[src/rtl/vwin_pkg.sv]
package vwin_pkg;
  localparam int WIDE_W = 16;

  typedef enum logic [1:0] {
    RGN_LOW  = 2'd0,
    RGN_BAND = 2'd1,
    RGN_HIGH = 2'd2
  } region_e;

  // Three-way decision: strict above upper, strict below lower, band inclusive.
  function automatic region_e region_of(input logic [WIDE_W-1:0] code,
                                        input logic [WIDE_W-1:0] lo,
                                        input logic [WIDE_W-1:0] hi);
    if (code > hi)      return RGN_HIGH;
    else if (code < lo) return RGN_LOW;
    else                return RGN_BAND;
  endfunction

  // A pair is usable only when strictly ordered.
  function automatic logic pair_ok(input logic [WIDE_W-1:0] lo,
                                   input logic [WIDE_W-1:0] hi);
    return lo < hi;
  endfunction
endpackage

[src/rtl/vwin_cfg.sv]
module vwin_cfg #(
  parameter int CODE_W = 12,
  parameter int RST_LO = 1000,
  parameter int RST_HI = 3000
) (
  input  logic              clk,
  input  logic              rst_n,
  input  logic              wr_i,
  input  logic [CODE_W-1:0] lo_i,
  input  logic [CODE_W-1:0] hi_i,
  output logic [CODE_W-1:0] lo_o,
  output logic [CODE_W-1:0] hi_o,
  output logic              err_o,
  output logic              ev_accept_o,
  output logic              ev_reject_o
);
  import vwin_pkg::*;

  logic ordered;
  assign ordered     = pair_ok(WIDE_W'(lo_i), WIDE_W'(hi_i));
  assign ev_accept_o = wr_i && ordered;
  assign ev_reject_o = wr_i && !ordered;

  always_ff @(posedge clk or negedge rst_n) begin
    if (!rst_n) begin
      lo_o  <= CODE_W'(RST_LO);
      hi_o  <= CODE_W'(RST_HI);
      err_o <= 1'b0;
    end else if (ev_accept_o) begin
      lo_o  <= lo_i;
      hi_o  <= hi_i;
      err_o <= 1'b0;
    end else if (ev_reject_o) begin
      err_o <= 1'b1;
    end
  end

  // the pair in force is always strictly ordered
  p_order_r7: assert property (@(posedge clk) disable iff (!rst_n)
    lo_o < hi_o);

  // a refused write leaves the pair untouched and flags the error
  p_reject_keeps_r7: assert property (@(posedge clk) disable iff (!rst_n)
    ev_reject_o |=> $stable(lo_o) && $stable(hi_o) && err_o);

  // an accepted write is visible next cycle and clears the error
  p_accept_loads_r8: assert property (@(posedge clk) disable iff (!rst_n)
    ev_accept_o |=> (lo_o == $past(lo_i)) && (hi_o == $past(hi_i)) && !err_o);
endmodule

[src/rtl/vwin_track.sv]
module vwin_track #(
  parameter int CODE_W = 12
) (
  input  logic              clk,
  input  logic              rst_n,
  input  logic              vld_i,
  input  logic [CODE_W-1:0] code_i,
  input  logic [CODE_W-1:0] lo_i,
  input  logic [CODE_W-1:0] hi_i,
  output logic              level_o,
  output logic              mid_o,
  output logic              ev_mid_entry_o,
  output logic              ev_cross_o
);
  import vwin_pkg::*;

  region_e rgn;
  logic    next_level;

  assign rgn = region_of(WIDE_W'(code_i), WIDE_W'(lo_i), WIDE_W'(hi_i));

  always_comb begin
    unique case (rgn)
      RGN_HIGH: next_level = 1'b1;
      RGN_LOW:  next_level = 1'b0;
      default:  next_level = level_o;
    endcase
  end

  assign ev_mid_entry_o = vld_i && (rgn == RGN_BAND) && !mid_o;
  assign ev_cross_o     = vld_i && (rgn != RGN_BAND) && (next_level != level_o);

  always_ff @(posedge clk or negedge rst_n) begin
    if (!rst_n) begin
      level_o <= 1'b0;
      mid_o   <= 1'b0;
    end else if (vld_i) begin
      level_o <= next_level;
      mid_o   <= (rgn == RGN_BAND);
    end
  end

  // above the upper trip point decides ON
  p_high_on_r1: assert property (@(posedge clk) disable iff (!rst_n)
    (vld_i && code_i > hi_i) |=> level_o && !mid_o);

  // below the lower trip point decides OFF
  p_low_off_r2: assert property (@(posedge clk) disable iff (!rst_n)
    (vld_i && code_i < lo_i) |=> !level_o && !mid_o);

  // inside the band the level is held and the flag raised
  p_band_hold_r3: assert property (@(posedge clk) disable iff (!rst_n)
    (vld_i && code_i >= lo_i && code_i <= hi_i) |=> mid_o && $stable(level_o));

  // no strobe, no state change
  p_idle_hold_r10: assert property (@(posedge clk) disable iff (!rst_n)
    !vld_i |=> $stable(level_o) && $stable(mid_o));

  // a level change is always accompanied by a crossing event
  p_cross_event_r5: assert property (@(posedge clk) disable iff (!rst_n)
    (vld_i && !ev_cross_o) |=> $stable(level_o));
endmodule

[src/rtl/vwin_satcnt.sv]
module vwin_satcnt #(
  parameter int CNT_W = 16
) (
  input  logic             clk,
  input  logic             rst_n,
  input  logic             inc_i,
  output logic [CNT_W-1:0] cnt_o
);
  localparam logic [CNT_W-1:0] FULL = '1;

  logic at_full;
  assign at_full = (cnt_o == FULL);

  always_ff @(posedge clk or negedge rst_n) begin
    if (!rst_n)                cnt_o <= '0;
    else if (inc_i && !at_full) cnt_o <= cnt_o + 1'b1;
  end

  // a full counter stays full
  p_no_overflow_r6: assert property (@(posedge clk) disable iff (!rst_n)
    (cnt_o == FULL) |=> (cnt_o == FULL));

  // the count moves by at most one per cycle, never down
  p_cnt_step_r4: assert property (@(posedge clk) disable iff (!rst_n)
    1'b1 |=> (cnt_o == $past(cnt_o)) || (cnt_o == $past(cnt_o) + 1'b1));

  // without an event the count holds
  p_cnt_idle_r4: assert property (@(posedge clk) disable iff (!rst_n)
    !inc_i |=> $stable(cnt_o));
endmodule

[src/rtl/vwin_classifier.sv]
module vwin_classifier #(
  parameter int CODE_W = 12,
  parameter int CNT_W  = 16,
  parameter int RST_LO = 1000,
  parameter int RST_HI = 3000
) (
  input  logic              clk,
  input  logic              rst_n,
  input  logic              sample_vld_i,
  input  logic [CODE_W-1:0] sample_code_i,
  input  logic              thr_wr_i,
  input  logic [CODE_W-1:0] thr_lo_i,
  input  logic [CODE_W-1:0] thr_hi_i,
  output logic              level_o,
  output logic              mid_o,
  output logic [CNT_W-1:0]  mid_entries_o,
  output logic [CNT_W-1:0]  crossings_o,
  output logic              cfg_err_o,
  output logic [CODE_W-1:0] thr_lo_o,
  output logic [CODE_W-1:0] thr_hi_o
);
  localparam int NUM_CNT = 2;
  localparam int IDX_MID = 0;
  localparam int IDX_CRS = 1;

  logic              ev_accept, ev_reject;
  logic              ev_mid_entry, ev_cross;
  logic [NUM_CNT-1:0] cnt_inc;
  logic [CNT_W-1:0]  cnt_val [NUM_CNT];

  vwin_cfg #(.CODE_W(CODE_W), .RST_LO(RST_LO), .RST_HI(RST_HI)) u_cfg (
    .clk         (clk),
    .rst_n       (rst_n),
    .wr_i        (thr_wr_i),
    .lo_i        (thr_lo_i),
    .hi_i        (thr_hi_i),
    .lo_o        (thr_lo_o),
    .hi_o        (thr_hi_o),
    .err_o       (cfg_err_o),
    .ev_accept_o (ev_accept),
    .ev_reject_o (ev_reject)
  );

  vwin_track #(.CODE_W(CODE_W)) u_track (
    .clk            (clk),
    .rst_n          (rst_n),
    .vld_i          (sample_vld_i),
    .code_i         (sample_code_i),
    .lo_i           (thr_lo_o),
    .hi_i           (thr_hi_o),
    .level_o        (level_o),
    .mid_o          (mid_o),
    .ev_mid_entry_o (ev_mid_entry),
    .ev_cross_o     (ev_cross)
  );

  assign cnt_inc[IDX_MID] = ev_mid_entry;
  assign cnt_inc[IDX_CRS] = ev_cross;

  for (genvar g = 0; g < NUM_CNT; g++) begin : g_cnt
    vwin_satcnt #(.CNT_W(CNT_W)) u_cnt (
      .clk   (clk),
      .rst_n (rst_n),
      .inc_i (cnt_inc[g]),
      .cnt_o (cnt_val[g])
    );
  end

  assign mid_entries_o = cnt_val[IDX_MID];
  assign crossings_o   = cnt_val[IDX_CRS];

  // band entries and crossings cannot occur on the same sample
  p_event_excl_r4: assert property (@(posedge clk) disable iff (!rst_n)
    !(ev_mid_entry && ev_cross));

  // write events are mutually exclusive
  p_wr_excl_r7: assert property (@(posedge clk) disable iff (!rst_n)
    !(ev_accept && ev_reject));
endmodule

[config.mk]
export PLATFORM = sky130hd
export DESIGN_NAME = vwin_classifier
export DESIGN_NICKNAME = d
export VERILOG_FILES = /design/src/rtl/vwin_pkg.sv /design/src/rtl/vwin_cfg.sv /design/src/rtl/vwin_track.sv /design/src/rtl/vwin_satcnt.sv /design/src/rtl/vwin_classifier.sv
export SDC_FILE = /design/constraint.sdc
export NUM_CORES = 1
export LEC_CHECK = 0
export BUFFER_PORTS_ARGS = -buffer_cell sky130_fd_sc_hd__buf_2
export CAP_MARGIN = 10
export CORE_MARGIN = 8
export CORE_UTILIZATION = 45
export CTS_CLUSTER_SIZE = 10
export DETAILED_ROUTE_END_ITERATION = 8
export PLACE_DENSITY = 0.74
export SLEW_MARGIN = 20
export SYNTH_ARGS = -nofsm -noshare
export SYNTH_HDL_FRONTEND = slang
export SYNTH_HIERARCHICAL = 1
export SYNTH_SLANG_ARGS = --single-unit
export TNS_END_PERCENT = 30
[constraint.sdc]
create_clock -name clk -period 6.05 [get_ports clk]
set_input_delay 0.3025 -clock clk [delete_from_list [all_inputs] [get_ports clk]]
set_output_delay 0.3025 -clock clk [all_outputs]
set_load 0.01 [all_outputs]
# Yosys cells after proc, flatten, opt, wreduce, memory -nomap -nowiden
# Index checks and enable logic that the tools add are counted.
# op_classes
reduce_logical	14
n_mux	5
magnitude_cmp	3
n_eq_ne	6
n_addsub	2
# ops
operator	n
adder 16 x 1 -> 16 bit (second input constant)	2
equality test 16 bit (second input constant)	2
< comparator 12 bit	2
> comparator 12 bit	1
logical AND 1 bit	8
zero test 1 bit	4
2-to-1 mux 1 bit	3
equality test 2 x 1 -> 1 bit (second input constant)	1
equality test 2 bit (second input constant)	1
zero test 2 bit	1
2-to-1 mux 2 bit	1
inequality test 2 x 1 -> 1 bit (second input constant)	1
case mux 1 bit (2 select lines)	1
nonzero test 2 bit	1
inequality test 1 bit	1
# totals
elab_cells	37
in_bits	40
register_bits	59
output_inout_bits	59

# Longest topological paths before layout
# depth
depth_word	8
ltp_mapped	11
depth_no_buf	11

# By module
# Netlist, hierarchy kept.
# modules_own_cells
mod	cells_per_inst	instances	seq_area_each_um2	area_each_um2
vwin_satcnt	69	2	400.4	800.8
vwin_cfg	97	1	641.9	1317.5
vwin_track	92	1	50.0	695.7

# Worst setup path before layout
# No wires, ideal clock.
# synth_path
path_kind	register to register
from	register u_cfg.hi_o[11]
to	register g_cnt[0].u_cnt.cnt_o[13]
setup_time_ns	0.080
stages_incl_launch_ff	11
arrival_ns	2.667
period_less_slack_ns	2.747
slack_ns	3.303
path_buffers	0
required_time_ns	5.970
path_cell_list	dfstp_2 > inv_1 > ha_1 > nand4_1 > nor3_1 > a31oi_4 > nor4_1 > and3_1 > nand3_1 > nor4b_2 > xor2_1
# synth_via
elab_chain_len	6
# synth_rtl
element	line_no	rtl
start: declaration	vwin_cfg.sv:12	output logic [CODE_W-1:0] hi_o,
start signal: assignment	vwin_cfg.sv:27	hi_o <= CODE_W'(RST_HI);
start signal: assignment	vwin_cfg.sv:31	hi_o <= hi_i;
> comparator 12 bit	vwin_pkg.sv:14	if (code > hi) return RGN_HIGH;
2-to-1 mux 2 bit	vwin_pkg.sv:14	
equality test 2 x 1 -> 1 bit	vwin_track.sv:30	assign ev_mid_entry_o = vld_i && (rgn == RGN_BAND) && !mid_o;
logical AND 1 bit (2 in series)	vwin_track.sv:30	
named net ev_mid_entry	vwin_classifier.sv:27	logic ev_mid_entry, ev_cross;
logical AND 1 bit	vwin_satcnt.sv:16	else if (inc_i && !at_full) cnt_o <= cnt_o + 1'b1;
end signal: assignment	vwin_satcnt.sv:16	
end: declaration	vwin_satcnt.sv:7	output logic [CNT_W-1:0] cnt_o
# The timed path passes the listed nets, and every way through them passes these cells.
# A chain may end at the register's enable or synchronous reset.

# Worst setup path after layout
# layout_path
from	register u_cfg.hi_o[11]
to	register g_cnt[1].u_cnt.cnt_o[15]
# layout_via
elab_chain_len	7
elab_cells_between_ends	10
cone_classes	1 x order compare; 3 x eq/ne; 2 x mux; 4 x reduce/logical
# layout_rtl
element	line_no	rtl
> comparator 12 bit *	vwin_pkg.sv:14	
2-to-1 mux 2 bit *	vwin_pkg.sv:14	
equality test 2 bit / zero test 2 bit (equally long branches)	vwin_track.sv:23	unique case (rgn)
case mux 1 bit (2 select lines)	vwin_track.sv:23	
inequality test 1 bit	vwin_track.sv:31	assign ev_cross_o = vld_i && (rgn != RGN_BAND) && (next_level != level_o);
logical AND 1 bit *	vwin_track.sv:31	
named net ev_cross	vwin_classifier.sv:27	
logical AND 1 bit *	vwin_satcnt.sv:16	
end signal: assignment	vwin_satcnt.sv:16	
end: declaration	vwin_satcnt.sv:7	
# Mark *: on every way through the listed nets, which the timed path passes. The rest lies on a longest branch.

==> key figures <==
Clock tree
  • Total CTS buffers: 9
  • Max clock buf depth: 2
  • # Post-CTS Setup Buffers: 0
  • CTS Sinks: 59
  • Post-CTS Hold Fix Bufs: 0
  • Root Buffer: clkbuf_8
  • Clock-pin slew of the registers on the worst-case setup and hold paths: 0.07 ns
  • Worst skew pair latency: 0.33 ns
  • CTS-repair resized insts: 0
  • H-Tree Depth: 3
  • TritonCTS clock tree: built

Floorplanning
  • Die width: 105 µm
  • Core Area: 7730 µm²
  • Number of core rows: 32
  • Initial Util: 0.465
  • Num ports: 99
  • Height of the die: 105 µm
  • Die Area: 11100 µm²

Detailed routing
  • Routed wl met2: 3980 µm
  • Iteration-0 DRC Markers: 66
  • WL met1: 3770 µm
  • Met3 wire length: 404 µm
  • WL/cell: 15.4 µm
  • Final ANT Viol Nets: 0
  • Pre-Repair DR Iteration Count: 4
  • DRC: 0
  • Highest routed layer: met4
  • Vias/cell: 5.13
  • DR vias: 2762
  • Final WL: 8270 µm

Timing
  • Final min period: 3.08 ns
  • Worst-Margin Slew: 0.743 ns
  • Fin Setup TNS: 0 ns
  • Clock skew: 0.0111 ns
  • Slew Viols, Final: 0
  • Final Cycle Share: 0.508
  • Rel. slew slack: 0.504
  • Peak Freq: 325 MHz
  • Final setup fails: 0
  • RSZ-0062 raised after global routing: no
  • Final Hold Viols: 0

Power
  • Tot Pwr: 1.29 mW
  • Flop pwr share: 0.428
  • Clock Power Share: 0.264
  • Combinational share of power: 0.307
  • Pint: 0.853 mW
  • PD cells: 293 nW/µm²
  • P_leak: 2.40 nW
  • Worst IR Drop VDD: 0.000140 V
  • Net Sw Frac: 0.336
  • Sw power: 0.432 mW

Global routing
  • Largest net degree at the start of global routing: 60
  • Tot GR Track Use: 0.156
  • Vias in the first global route: 2950
  • First-pass GRT wire length: 14400 µm
  • Congestion Overflow GR: 0
  • Initial antenna violation count: 0

Synth
  • Yosys warnings: 6
  • Synth Instances: 323
  • Mapped Nets: 399
  • Netlist Area Pre-Place: 3590 µm²
  • Avg Cell Area, Syn: 11.1 µm²

Setup path
  • Worst r2r path cells: 10
  • CP arrival: 3.32 ns
  • CP Class: register to register
  • Crit path max fanout: 7
  • Worst Setup Start Kind: register
  • CP required: 6.30 ns
  • CP Capture Type: register

Min path
  • Hold WC Path Type: primary input to asynchronous set/reset pin

Placed design
  • PortBufs: 98
  • Routability Congestion: 0.820
  • Post-DP HPWL: 6520 µm

Outcome
  • Outcome: complete, no violations

Finish
  • Antenna cell count: 0
  • NumNets Final: 507
  • Synth-to-Final Area Change: 22.0%
  • Layout cells sized above 1: 0.378
  • Fillers: 687

Job
  • Max-Cap Viols: 0
-- cells in the final DEF (no fill, tap or decap), drive strengths merged, types with 13 or more instances in the layout --
cell,n
a21oi,17
buf,100
clkbuf,13
dfrtp,46
dfstp,13
ha,36
inv,38
mux2,26
nand2,18
nor2,13
xor2,18
-- routing by layer --
metal  up-vias  global-route usage
li1       1377                   -
met1      1315               0.196
met2        61               0.253
met3         9              0.0378
met4         0              0.0581
met5         -                   0
-- stage by stage --
stage,area [µm²],instances,util,worst slack [ns],hold slack (ns)
after floorplan,3590,323,-,3.30,0.00691
after global placement,4190,522,0.543,3.05,0.461
after detailed placement,4190,522,0.543,2.92,0.466
after CTS,4380,538,0.567,2.90,0.145
after global routing,4380,538,0.567,2.65,0.178
final,4380,538,0.567,2.97,0.114
-- cell type report --
class	instances	area, µm²	area share
clock buffer	13	169	0.0385
timing repair buffer	100	505	0.115
multi-input combinational	223	1930	0.439
clock inverter	3	21.3	0.00485
tap	102	128	0.0291
inverter	38	143	0.0325
sequential	59	1490	0.340
-- registers in the layout, indices dropped and copies added, names as in the netlist --
signal and flops:
u_track/mid_o 1, u_track/level_o 1, u_cfg/err_o 1, u_cfg/hi_o 12
u_cfg/lo_o 12, g_cnt.u_cnt/cnt_o 32
-- critical path, cell delays in order, from the launching register on --
cell and delay, ns:
dfstp_2 0.54, inv_1 0.05, ha_1 0.29, nand4_1 0.17
a211o_1 0.34, a31oi_4 0.21, mux2i_1 0.41, and3_1 0.23
nand3_1 0.24, nor4_2 0.33, xor2_1 0.19
-- power groups by stage --
stage	Combinational [mW]	Sequential (mW)	Clock (mW)
after global placement	0.391	0.554	0
final	0.395	0.551	0.340
after CTS	0.402	0.552	0.354
after detailed placement	0.400	0.558	0
after floorplan	0.219	0.579	0
after global routing	0.446	0.566	0.372
-- path summary, 6_finish.rpt --
| kind | start | to | slack (ns) |
|---|---|---|---|
| max | u_cfg/hi_o[11] | g_cnt[1].u_cnt/cnt_o[15] | 2.97 |
| min | rst_n | u_cfg/hi_o[1] | 0.11 |
| max reg2reg | u_cfg/hi_o[11] | g_cnt[1].u_cnt/cnt_o[15] | 2.97 |
| min reg2reg | u_cfg/err_o | u_cfg/err_o | 0.48 |
| max in group asynchronous | rst_n | g_cnt[0].u_cnt/cnt_o[2] | 5.44 |
| min in group clk | thr_wr_i | u_cfg/err_o | 0.20 |
No activity file was read; power rests on OpenSTA's default activity.
